<file path="src/rtl/odr_pkg.sv">
package odr_pkg;
  // What the capture stage did with the beat offered this cycle
  typedef enum logic [1:0] {
    EV_NONE  = 2'd0,
    EV_STORE = 2'd1,
    EV_OVF   = 2'd2
  } cap_ev_e;
endpackage

</file>
<file path="src/rtl/odr_capture.sv">
module odr_capture
  import odr_pkg::*;
#(
  parameter int DATA_W = 16,
  parameter int CHAN_W = 4
) (
  input  logic              clk,
  input  logic              rst_n,
  input  logic              det_en,
  input  logic              conv_valid,
  input  logic [DATA_W-1:0] conv_data,
  input  logic [CHAN_W-1:0] conv_chan,
  input  logic              conv_last,
  input  logic              rd_en,
  input  logic              ovf_clr,
  output logic              conv_ready,
  output cap_ev_e           ev,
  output logic [DATA_W-1:0] data_q,
  output logic [CHAN_W-1:0] chan_q,
  output logic              pend_q,
  output logic              ovf_q,
  output logic [CHAN_W-1:0] resume_q
);
  localparam logic [CHAN_W-1:0] CHAN_ONE = CHAN_W'(1);

  logic take;
  logic clash;

  assign conv_ready = !ovf_q;
  assign take       = conv_valid && conv_ready;
  assign clash      = take && pend_q && !rd_en && det_en;

  always_comb begin
    ev = EV_NONE;
    if (clash)     ev = EV_OVF;
    else if (take) ev = EV_STORE;
  end

  always_ff @(posedge clk or negedge rst_n) begin
    if (!rst_n) begin
      data_q   <= '0;
      chan_q   <= '0;
      pend_q   <= 1'b0;
      resume_q <= '0;
    end else if (ev == EV_STORE) begin
      data_q   <= conv_data;
      chan_q   <= conv_chan;
      pend_q   <= 1'b1;
      resume_q <= conv_last ? '0 : conv_chan + CHAN_ONE;
    end else if (rd_en) begin
      pend_q   <= 1'b0;
    end
  end

  always_ff @(posedge clk or negedge rst_n) begin
    if (!rst_n)            ovf_q <= 1'b0;
    else if (ev == EV_OVF) ovf_q <= 1'b1;
    else if (ovf_clr)      ovf_q <= 1'b0;
  end
endmodule

</file>
<file path="src/rtl/odr_eoc_flag.sv">
module odr_eoc_flag
  import odr_pkg::*;
(
  input  logic    clk,
  input  logic    rst_n,
  input  logic    each_mode,
  input  cap_ev_e ev,
  input  logic    ev_last,
  input  logic    rd_en,
  input  logic    eoc_clr,
  output logic    eoc_q
);
  logic set_now;
  logic clr_now;

  assign set_now = (ev == EV_STORE) && (each_mode || ev_last);
  assign clr_now = eoc_clr || (each_mode && rd_en);

  always_ff @(posedge clk or negedge rst_n) begin
    if (!rst_n)       eoc_q <= 1'b0;
    else if (set_now) eoc_q <= 1'b1;
    else if (clr_now) eoc_q <= 1'b0;
  end
endmodule

</file>
<file path="src/rtl/odr_dma_ctl.sv">
module odr_dma_ctl (
  input  logic clk,
  input  logic rst_n,
  input  logic dma_en,
  input  logic dma_cont,
  input  logic dma_done,
  input  logic pend,
  output logic dma_req
);
  logic armed_q;

  always_ff @(posedge clk or negedge rst_n) begin
    if (!rst_n)                      armed_q <= 1'b1;
    else if (!dma_en)                armed_q <= 1'b1;
    else if (dma_done && !dma_cont)  armed_q <= 1'b0;
  end

  assign dma_req = dma_en && armed_q && pend;
endmodule

</file>
<file path="src/rtl/ordinary_data_reg.sv">
module ordinary_data_reg
  import odr_pkg::*;
#(
  parameter int DATA_W = 16,
  parameter int CHAN_W = 4
) (
  input  logic              clk,
  input  logic              rst_n,
  input  logic              cfg_eoc_each,
  input  logic              cfg_dma_en,
  input  logic              cfg_dma_cont,
  input  logic              conv_valid,
  output logic              conv_ready,
  input  logic [DATA_W-1:0] conv_data,
  input  logic [CHAN_W-1:0] conv_chan,
  input  logic              conv_last,
  input  logic              rd_en,
  input  logic              eoc_clr,
  input  logic              ovf_clr,
  input  logic              dma_done,
  output logic [DATA_W-1:0] data_out,
  output logic [CHAN_W-1:0] data_chan,
  output logic              eoc_flag,
  output logic              dma_req,
  output logic              ovf_flag,
  output logic              conv_stop,
  output logic [CHAN_W-1:0] resume_chan
);
  cap_ev_e ev;
  logic    pend;
  logic    det_en;

  assign det_en = cfg_eoc_each || cfg_dma_en;

  odr_capture #(.DATA_W(DATA_W), .CHAN_W(CHAN_W)) u_cap (
    .clk(clk), .rst_n(rst_n), .det_en(det_en),
    .conv_valid(conv_valid), .conv_data(conv_data), .conv_chan(conv_chan),
    .conv_last(conv_last), .rd_en(rd_en), .ovf_clr(ovf_clr),
    .conv_ready(conv_ready), .ev(ev), .data_q(data_out), .chan_q(data_chan),
    .pend_q(pend), .ovf_q(ovf_flag), .resume_q(resume_chan)
  );

  odr_eoc_flag u_eoc (
    .clk(clk), .rst_n(rst_n), .each_mode(cfg_eoc_each), .ev(ev),
    .ev_last(conv_last), .rd_en(rd_en), .eoc_clr(eoc_clr), .eoc_q(eoc_flag)
  );

  odr_dma_ctl u_dma (
    .clk(clk), .rst_n(rst_n), .dma_en(cfg_dma_en), .dma_cont(cfg_dma_cont),
    .dma_done(dma_done), .pend(pend), .dma_req(dma_req)
  );

  assign conv_stop = ovf_flag;
endmodule

</file>
<file path="config.mk">
export PLATFORM = sky130hd
export DESIGN_NAME = ordinary_data_reg
export DESIGN_NICKNAME = d
export VERILOG_FILES = /design/src/rtl/odr_pkg.sv /design/src/rtl/odr_capture.sv /design/src/rtl/odr_eoc_flag.sv /design/src/rtl/odr_dma_ctl.sv /design/src/rtl/ordinary_data_reg.sv
export SDC_FILE = /design/constraint.sdc
export NUM_CORES = 1
export LEC_CHECK = 0
export ABC_CLOCK_PERIOD_IN_PS = 2400
export BUFFER_PORTS_ARGS = -buffer_cell sky130_fd_sc_hd__buf_4
export CAP_MARGIN = 20
export CORE_UTILIZATION = 40
export CTS_CLUSTER_DIAMETER = 40
export DETAILED_ROUTE_END_ITERATION = 12
export PLACE_DENSITY_LB_ADDON = 0.25
export SETUP_SLACK_MARGIN = 0.3
export SYNTH_ARGS = -nofsm -noshare
export SYNTH_HDL_FRONTEND = slang
export SYNTH_SLANG_ARGS = --single-unit
export TNS_END_PERCENT = 20
</file>
<file path="constraint.sdc">
create_clock -name clk -period 2.4 [get_ports clk]
set_input_delay 0.48 -clock clk [delete_from_list [all_inputs] [get_ports clk]]
set_output_delay 0.48 -clock clk [all_outputs]
set_load 0.05 [all_outputs]
</file>
# After elaboration in Yosys (flattened, before gate mapping)

Index checks and enable logic that the tools add are counted.

$lt $le $gt $ge: 0
Multiplexer cells: 11
Add/subtract/negate cells: 1
Bitwise logic cells: 0
Divide/modulo/power cells: 0
Eq/ne operators: 3
Reductions and logical operators: 18
$mul: 0
Shifts and indexed selects: 0

Operators with widths:

| operator              | count |
|---|---|
| $logic_and A1 B1 Y1   | 9 |
| $mux W1               | 9 |
| $reduce_bool A2 Y1    | 3 |
| $add A4 B1 Y4 const B | 1 |
| $mux W4               | 1 |
| $logic_not A1 Y1      | 3 |
| $logic_or A1 B1 Y1    | 3 |
| $eq A2 B1 Y1 const B  | 1 |
| $eq A2 B2 Y1 const B  | 1 |
| $mux W2               | 1 |
| $ne A2 B1 Y1 const B  | 1 |

Memories: 0
Register bits: 28
Bits in read-only memories: 0
Bits of input ports: 31
Logic and storage cells: 40
Bits in writable memories: 0
Output and inout port bits: 29
Latch bits: 0

# Logic depth before layout (Yosys ltp)

Depth in word-level cells: 9
Mapped depth: 4
Mapped depth without buffers: 4

# Cells and area by module

From an unflattened synthesis, not the netlist that was laid out.

Cells, all modules: 84
Area, all modules: 1,265.0 um2

By module, submodules not included:

| module            | instances | area an instance (um2) | seq. area each (um2) | cells an instance |
|---|---|---|---|---|
| odr_capture       | 1         | 1,139.8                | 650.6                | 70 |
| odr_eoc_flag      | 1         | 63.8                   | 25.0                 | 7 |
| odr_dma_ctl       | 1         | 47.5                   | 26.3                 | 5 |
| ordinary_data_reg | 1         | 13.8                   | 0.0                  | 2 |

# Worst setup path after synthesis

OpenSTA, ideal clock, no wires.

Path kind: register to register
Start: reg u_cap.ovf_q
End: reg u_cap.data_q[4]
Setup time: 0.125 ns
Data required time: 2.275 ns
Data arrival time: 1.543 ns
Stages on the path, launching flop included: 5
Period minus slack after synthesis: 1.668 ns
Path buffers: 1
Path slack: 0.732 ns
Cell sequence: dfrtp_1 > and2b_2 > o21ai_4 > buf_6 > mux2_2

Word-level cells in the longest chain between the ends: 7
Elaborated cells on any way between the ends: 8
Classes of those cells: eq/ne (1); mux (2); reduce/logical (5)

Ends and longest elaborated chain:

| what                              | RTL line          | RTL |
|---|---|---|
| start: declaration                | odr_capture.sv:21 | `output logic ovf_q,` |
| start signal: assignment          | odr_capture.sv:56 | `if (!rst_n) ovf_q <= 1'b0;` |
| start signal: assignment          | odr_capture.sv:57 | `else if (ev == EV_OVF) ovf_q <= 1'b1;` |
| start signal: assignment          | odr_capture.sv:58 | `else if (ovf_clr) ovf_q <= 1'b0;` |
| $logic_not A1 Y1 (*)              | odr_capture.sv:29 | `assign conv_ready = !ovf_q;` |
| $logic_and A1 B1 Y1 (*)           | odr_capture.sv:30 | `assign take = conv_valid && conv_ready;` |
| $logic_and A1 B1 Y1 (3 in series) | odr_capture.sv:31 | `assign clash = take && pend_q && !rd_en && det_en;` |
| $mux W2 (*)                       | odr_capture.sv:35 | `if (clash) ev = EV_OVF;` |
| $eq A2 B1 Y1 (*)                  | odr_capture.sv:45 | `end else if (ev == EV_STORE) begin` |
| end signal: assignment            | odr_capture.sv:46 | `data_q <= conv_data;` |
| end: declaration                  | odr_capture.sv:18 | `output logic [DATA_W-1:0] data_q,` |

Every way passes the cells marked *; elsewhere a longest branch is shown, timed or not.
A chain may end at the register's enable or synchronous reset.

# Final worst setup path

Start: reg u_dma.armed_q
End: out dma_req

Word-level cells in the longest chain between the ends: 2

Ends and longest elaborated chain:

| what                              | RTL line                | RTL |
|---|---|---|
| start: declaration                | odr_dma_ctl.sv:10       | `logic armed_q;` |
| start signal: assignment          | odr_dma_ctl.sv:13       | `if (!rst_n) armed_q <= 1'b1;` |
| start signal: assignment          | odr_dma_ctl.sv:14       | `else if (!dma_en) armed_q <= 1'b1;` |
| start signal: assignment          | odr_dma_ctl.sv:15       | `else if (dma_done && !dma_cont) armed_q <= 1'b0;` |
| $logic_and A1 B1 Y1 (2 in series) | odr_dma_ctl.sv:18       | `assign dma_req = dma_en && armed_q && pend;` |
| end: declaration                  | ordinary_data_reg.sv:24 | `output logic dma_req,` |

No other way between the ends.

==> out/qor.txt <==
nets - 173
clock period minus worst slack - 1.68 ns
cts repair resizes - 0
total power - 1.51 mW
initial core utilization - 42.6%
number of port buffers - 59
clock root cell - clkbuf_4
first-pass GRT wire length - 3750 um
worst r2r path cells - 4
area of the multi-input gates - 435 sq um
Yosys cell types - 25
Die X - 56.2 um
Highest Clock Rate - 595 MHz
Post-Syn Area per Cell - 14.9 sq um
first-iteration detailed-routing DRC count - 21
Ys Warns - 0
GR met3 Demand/Resource - 4.19%
Seq/Total Area, Yosys - 59.7%
fin. max-slew vios - 0
Hold WC Path Type - input pin to async pin
cells along the critical path - and3_1 > buf_4
register area - 702 sq um
Critical Path Start Type - flip-flop
PwrDens - 905 nW/um^2
Die ar. - 3160 sq um
clock slew at reported path FFs - 0.15 ns
# Post-CTS Setup Buffers - 0
status - completed
reg2reg end - u_cap.data_q[5]
grt total ovfl - 0
RSZ-0062 raised after global routing - false
Max clock buf depth - 2
Max-slew headroom - 72.2%
fin util - 60.6%
commonest non-fill, non-tap cells in the layout - 60 x buf_4, 27 x dfrtp_1, 21 x mux2_2, 3 x nor2_1, 3 x clkbuf_4
Setup Skew - 0.0153 ns
DRT Wirelength - 2200 um
Routed WL per cell - 12.8 um
H-tree levels - 1
initial antenna violation count - 0
Post-DP HPWL - 1750 um
clk_lat worst skew - 0.32 ns
non-filler cells, final - 171
clock buffers created by TritonCTS - 3
largest net degree at the start of global routing - 29
Crit. End Element - output pin
Die Height - 56.2 um
share of cells above drive strength 1 - 66.4%
clk sinks - 28
post-detailed-route count of antenna-violating nets - 0
antenna cell count - 0
# IOs - 60
CP Class - flip-flop to output pin
TritonRoute pass-1 iters - 4
core area - 2760 sq um
setup TNS - 0 ns
Synth Net Count - 111
Fillers - 245
Post-route DRC - 0
area grow syn2layout - 42.2%
post-synthesis cell area - 1170 sq um
leading cell type in the layout, fill and taps excluded - buf_4
Crit path depth - 2
Fin. Hold Viols - 0
FP Rows - 19
Arr. time, crit path - 1.20 ns
Via density - 4.86
Setup-failing EPs final - 0
vias in the first global route - 853
LEAKAGE - 0.821 nW
number of buffer and inverter stages on the critical path - 1
slowest stage delay, CP - 0.55 ns
via count - 831
Max-Cap Viols - 0
Reg-to-Reg Start - u_cap.pend_q
peak supply drop - 0.553 mV
CP delay by family, top - flip-flops
CTS tree - yes
Total Routing Usage GR - 15.0%
met1 usage - 19.3%
Final Cycle Share - 70.1%
CP required - 1.92 ns
r2r setup slk - 0.75 ns
Gate Count Post-Synth - 79
Critical Path Fanout Max - 2
met2 Use GR - 24.7%
flops & latches, synth - 28
Slew @ Worst Pin - 0.415 ns
gr busiest metal - met2
CTS Hold Bufs - 0
placed insts - 167
slowest stage cell, crit path - dfstp_2
Placer Congestion - 0.693
## state kept, by name (all words and copies together), names as in the netlist
signal and flops:
u_cap.data_q 16, u_cap.chan_q 4, u_cap.resume_q 4, u_cap.ovf_q 1, u_cap.pend_q 1, u_dma.armed_q 1, u_eoc.eoc_q 1
## kinds of logic after synthesis
kind of cell,synth area share (%)
AO/OA/AOI/OAI,4.69
XOR/XNOR,1.49
adder cells (fa/ha/maj),1.06
buffers and inverters,3.20
flip-flops,59.7
multiplexers,22.7
AND/OR/NAND/NOR,7.14
## how the worst max path moves through the flow
| stage | start | end |
|---|---|---|
| after global routing | u_cap.pend_q | u_cap.data_q[9] |
| after floorplan | u_cap.ovf_q | u_cap.data_q[4] |
| after global placement | rd_en | u_cap.data_q[13] |
| after CTS | u_dma.armed_q | dma_req |
| after detailed placement | rd_en | u_cap.data_q[6] |
| final | u_dma.armed_q | dma_req |
## metal layers
metal,vias up,share of wire (%),wire (um)
li1,399,-,-
met1,391,44,957
met2,39,47,1040
met3,2,8.5,186
met4,0,0.73,16
met5,-,0,0
## through the flow
| step | cell area [sq um] | setup slack [ns] | hold WS [ns] |
|---|---|---|---|
| 2_1_floorplan | 1170 | 0.732 | 0.184 |
| 3_5_place_dp | 1630 | 0.490 | 0.412 |
| 4_1_cts | 1670 | 0.703 | 0.0439 |
| 6_report | 1670 | 0.718 | 0.0445 |
| 5_1_grt | 1670 | 0.657 | 0.0374 |
| 3_3_place_gp | 1630 | 0.507 | 0.413 |
## cell usage after synthesis, drive strengths merged
master	instances	area, sq um
ha	1	12.5
dfstp	1	26.3
mux2	23	267
o21ai	2	21.3
buf	3	30.0
nor2b	1	6.26
and2b	1	8.76
o221ai	1	8.76
nand2	2	7.51
a32o	1	10.0
xnor2	2	17.5
nor2	4	17.5
nand3	1	5.00
inv	2	7.51
or2	1	6.26
o22ai	1	6.26
nand2b	3	26.3
and3	1	6.26
a32oi	1	8.76
dfrtp	27	676
## power breakdown
part	total (mW)	switching, mW	internal [mW]
logic	0.681	0.438	0.242
clock network	0.219	0.127	0.0926
registers	0.612	0.0504	0.562
## final cells by class
class	count	share of cell area, %
Clock buffer	4	2.17
Timing Repair Buffer	60	27.0
Inverter	2	0.449
Multi-Input combinational cell	46	26.1
Tap cell	31	2.32
Sequential cell	28	42.0
## worst reg2reg max path: stages, from the launching register on
cell and delay [ns]:
dfrtp_1 0.42, nand2b_4 0.09, o21ai_4 0.38, buf_4 0.30, mux2_2 0.36
(Power assumes the default switching activity.)
